==> src/rtl/lss_pkg.sv <==
package lss_pkg;
  typedef enum logic {
    ARM_INACT = 1'b0,
    ARM_ACT   = 1'b1
  } arm_e;

  localparam int FLAG_ACT   = 0;
  localparam int FLAG_INACT = 1;
  localparam int NUM_FLAGS  = 2;
endpackage

==> src/rtl/lss_arm.sv <==
module lss_arm
  import lss_pkg::*;
(
  input  logic clk,
  input  logic rst,
  input  logic link_en,
  input  logic act_det,
  input  logic inact_det,
  output arm_e arm_q,
  output logic act_acc,
  output logic inact_acc
);
  arm_e arm_d;

  always_comb begin
    arm_d = arm_q;
    if (!link_en) begin
      act_acc   = act_det;
      inact_acc = inact_det;
      arm_d     = ARM_INACT;
    end else begin
      act_acc   = act_det   && (arm_q == ARM_ACT);
      inact_acc = inact_det && (arm_q == ARM_INACT);
      if (inact_acc) arm_d = ARM_ACT;
      else if (act_acc) arm_d = ARM_INACT;
    end
  end

  always_ff @(posedge clk) begin
    if (rst) arm_q <= ARM_INACT;
    else     arm_q <= arm_d;
  end
endmodule

==> src/rtl/lss_flag.sv <==
module lss_flag (
  input  logic clk,
  input  logic rst,
  input  logic set,
  input  logic clr,
  output logic q
);
  always_ff @(posedge clk) begin
    if (rst)      q <= 1'b0;
    else if (set) q <= 1'b1;
    else if (clr) q <= 1'b0;
  end
endmodule

==> src/rtl/lss_sleep.sv <==
module lss_sleep (
  input  logic clk,
  input  logic rst,
  input  logic autosleep_en,
  input  logic act_acc,
  input  logic inact_acc,
  input  logic act_pend,
  output logic asleep_q
);
  logic asleep_d;

  always_comb begin
    asleep_d = asleep_q;
    if (!autosleep_en || act_acc)      asleep_d = 1'b0;
    else if (inact_acc && !act_pend)   asleep_d = 1'b1;
  end

  always_ff @(posedge clk) begin
    if (rst) asleep_q <= 1'b0;
    else     asleep_q <= asleep_d;
  end
endmodule

==> src/rtl/link_sleep_seq.sv <==
module link_sleep_seq
  import lss_pkg::*;
(
  input  logic clk,
  input  logic rst,
  input  logic link_en,
  input  logic autosleep_en,
  input  logic act_det,
  input  logic inact_det,
  input  logic clr,
  output logic act_irq,
  output logic inact_irq,
  output logic asleep
);
  arm_e arm_q;
  logic act_acc, inact_acc;
  logic [NUM_FLAGS-1:0] flag_set, flag_q;

  lss_arm u_arm (
    .clk(clk), .rst(rst), .link_en(link_en),
    .act_det(act_det), .inact_det(inact_det),
    .arm_q(arm_q), .act_acc(act_acc), .inact_acc(inact_acc)
  );

  assign flag_set[FLAG_ACT]   = act_acc;
  assign flag_set[FLAG_INACT] = inact_acc;

  for (genvar i = 0; i < NUM_FLAGS; i++) begin : g_flag
    lss_flag u_flag (
      .clk(clk), .rst(rst), .set(flag_set[i]), .clr(clr), .q(flag_q[i])
    );
  end

  lss_sleep u_sleep (
    .clk(clk), .rst(rst), .autosleep_en(autosleep_en),
    .act_acc(act_acc), .inact_acc(inact_acc),
    .act_pend(flag_q[FLAG_ACT]), .asleep_q(asleep)
  );

  assign act_irq   = flag_q[FLAG_ACT];
  assign inact_irq = flag_q[FLAG_INACT];
endmodule

==> config.mk <==
export PLATFORM = sky130hd
export DESIGN_NAME = link_sleep_seq
export DESIGN_NICKNAME = d
export VERILOG_FILES = /design/src/rtl/lss_pkg.sv /design/src/rtl/lss_arm.sv /design/src/rtl/lss_flag.sv /design/src/rtl/lss_sleep.sv /design/src/rtl/link_sleep_seq.sv
export SDC_FILE = /design/constraint.sdc
export NUM_CORES = 1
export LEC_CHECK = 0
export BUFFER_PORTS_ARGS = -buffer_cell sky130_fd_sc_hd__buf_2
export CAP_MARGIN = 10
export CORE_AREA = 3 3 40 42
export CTS_CLUSTER_DIAMETER = 100
export DETAILED_ROUTE_END_ITERATION = 8
export DIE_AREA = 0 0 43 45
export PLACE_DENSITY = 0.33
export SLEW_MARGIN = 20
export SYNTH_ARGS = -nofsm -noshare
export SYNTH_HDL_FRONTEND = slang
export SYNTH_HIERARCHICAL = 1
export SYNTH_SLANG_ARGS = --single-unit
export TNS_END_PERCENT = 100
==> constraint.sdc <==
create_clock -name clk -period 2.62 [get_ports clk]
set_input_delay 0.393 -clock clk [delete_from_list [all_inputs] [get_ports clk]]
set_output_delay 0.393 -clock clk [all_outputs]
set_load 0.05 [all_outputs]
==> impl_metrics.json <==
{
  "nNetsFinal": 39,
  "synthToLayoutAreaGrowth_pct": 49.3,
  "path_cells": "buf_2",
  "worst_pin_slew_ns": 0.269,
  "die_h_um": 45,
  "slowest_stage": "dfxtp_1",
  "setup_viol": 0,
  "synthMostInstantiatedCell": "dfxtp_1",
  "ant_nets": 0,
  "vias": 159,
  "drive_gt1_frac": 0.500,
  "grt_util_all_layers": 0.0633,
  "initial_core_util": 0.136,
  "clk_latency_ns": 0.23,
  "seq_area_frac_synth": 0.457,
  "hp-class": "input pin to flop",
  "port_buffers": 9,
  "cp.buffers_inverters": 1,
  "cts.path.max_buffers": 2,
  "cts_setup_buffers": 0,
  "synthXorXnorAreaFrac": 0,
  "routabilityCongestion": 0.721,
  "avgViaCountPerCell": 3.53,
  "worst_clock_skew_ns": 0.00274,
  "cts-resized-gates": 0,
  "grt_pass1_wl_um": 772,
  "synth_top_family_by_area": "compound AO/OA/AOI/OAI gates",
  "powerDensity_mw_per_mm2": 663,
  "holdWs_ns": 0.370,
  "diodes": 0,
  "n_fill_cell": 144,
  "synth_ff_type": "dfxtp_1",
  "dieArea_mm2": 0.00194,
  "min_from": "act_det",
  "htree_levels": 1,
  "syn_area_per_cell_um2": 9.73,
  "synthSimpleGateAreaFrac": 0.150,
  "end_kind": "output pin",
  "wl_per_cell_um": 9.60,
  "layout.cells.non_filler": 45,
  "syn_area_um2": 175,
  "drt-total-wl_um": 432,
  "required_ns": 2.23,
  "p_leak_nw": 0.131,
  "finalCritPeriodShare": 0.472,
  "timing.fmax_mhz": 808,
  "rows": 13,
  "fin_area_um2": 262,
  "hold_violations": 0,
  "critPathLaunchType": "flop",
  "grt_antenna_before_repair": 0,
  "fin_util": 0.204,
  "grt_pass1_vias": 189,
  "io_pins": 10,
  "place_inst": 42,
  "cts_tree": "done",
  "drc": 0,
  "overflow": 0,
  "synth_fa_ha_area_frac": 0,
  "r2r-start": "u_arm/arm_q$_SDFFE_PP0P_",
  "fin_crit_ns": 1.24,
  "muxShareOfSynthArea": 0,
  "grt_start_max_net_pins": 5,
  "path_delay_family": "flip-flops",
  "run_status": "completed",
  "first_iter_violations": 2,
  "grt_setup_unrepaired": "false",
  "synthesis.nets": 25,
  "place_hpwl_um": 352,
  "cts_num_sinks": 4,
  "fp.dieW_um": 43,
  "startpoint": "g_flag[0].u_flag/q$_SDFFE_PP0P_",
  "peakVddDrop_uv": 127,
  "crit_path_max_incr_delay_ns": 0.34,
  "yosys.area.top_type": "dfxtp_1",
  "cap_viol_max_count": 0,
  "synth_cell_types": 10,
  "path_class": "flop to output pin",
  "syn_inst": 18,
  "fin_setup_tns_ns": 0,
  "synthTopCellsByArea": "dfxtp_1 (46%), a21oi_2 (10%), a2111oi_2 (8.6%), nand2b_1 (7.1%), inv_1 (6.4%)",
  "first_pass_iters": 2,
  "synth_commonest_cells": "dfxtp_1 (4), inv_1 (3), a21oi_2 (2), nand2b_1 (2), nor2_1 (2)",
  "synth_seq_cells": 4,
  "root_buffer": "clkbuf_4",
  "synth_top_area_share": 0.457,
  "maxSlewViolCount": 0,
  "relSlewSlack": 0.820,
  "place_area_um2": 239,
  "synth-edff-count": 0,
  "holdBufCountCts": 0,
  "cp.arrival_ns": 0.84,
  "coreArea_mm2": 0.00128,
  "async_flop_share": 0,
  "synth_compound_area_frac": 0.329,
  "cts_buffers": 3,
  "clk_pin_slew_ns": 0.04,
  "ys_warn_count": 6,
  "path_max_fanout": 3
}
final timing paths:
path,end,slack [ns],depth (start not counted)
hold / removal,u_arm/arm_q$_SDFFE_PP0P_,0.37,2
setup / recovery,act_irq,1.38,1
hold reg to reg,g_flag[1].u_flag/q$_SDFFE_PP0P_,0.48,2
setup reg to reg,u_sleep/asleep_q$_SDFFE_PP0P_,1.67,3
metrics by stage:
step,total power [mW],worst slack [ns]
final,0.173,1.38
after global routing,0.187,1.33
after CTS,0.179,1.36
after detailed placement,0.0966,1.54
after global placement,0.0962,1.55
after floorplan,0.0861,1.59
worst reg2reg max path: cells and delay by family, from the launching register on:
| family | cells | cell delay [ns] |
|---|---|---|
| compound gates | 2 | 0.31 |
| simple gates | 1 | 0.15 |
| flops | 1 | 0.38 |
routing by layer:
| layer | up-vias | global-route usage | share of wire |
|---|---|---|---|
| met2 | 8 | 0.0659 | 0.41 |
| li1 | 86 | - | - |
| met1 | 63 | 0.0676 | 0.46 |
| met3 | 2 | 0.0319 | 0.097 |
| met5 | - | 0 | 0 |
| met4 | 0 | 0.108 | 0.037 |
state kept, by name (all words and copies together), names as in the netlist:
signal and flops:
u_arm/arm_q 1, u_sleep/asleep_q 1, g_flag.u_flag/q 2
cell usage in the layout, fill, tap and decap left out, drive strengths merged:
master / count
o211a: 1
a21boi: 1
o21a: 1
dfxtp: 4
a21oi: 2
a2111oi: 1
nor2b: 1
nand2b: 2
clkbuf: 3
nor2: 2
inv: 3
buf: 9
power by group:
group / internal [mW] / total, mW / switching (mW)
combinational: 0.0102 / 0.0283 / 0.0181
sequential: 0.0647 / 0.0669 / 0.00220
clock: 0.0514 / 0.0782 / 0.0269
total: 0.126 / 0.173 / 0.0472
area by class of cell:
type / instances / area (µm²) / share of cell area
well taps: 15 / 18.8 / 0.0718
repair buffers: 9 / 45.0 / 0.172
clock buffers: 3 / 22.5 / 0.0861
multi-input cells: 11 / 83.8 / 0.321
inverters: 3 / 11.3 / 0.0431
flip-flops and latches: 4 / 80.1 / 0.306
kinds of logic (layout without fill, tap and decap cells):
logic type	after synthesis	after routing
AO/OA/AOI/OAI	6	6
AND/OR/NAND/NOR	5	5
flip-flops	4	4
buffers and inverters	3	15
Note: power is estimated with default switching activity, not from simulation.
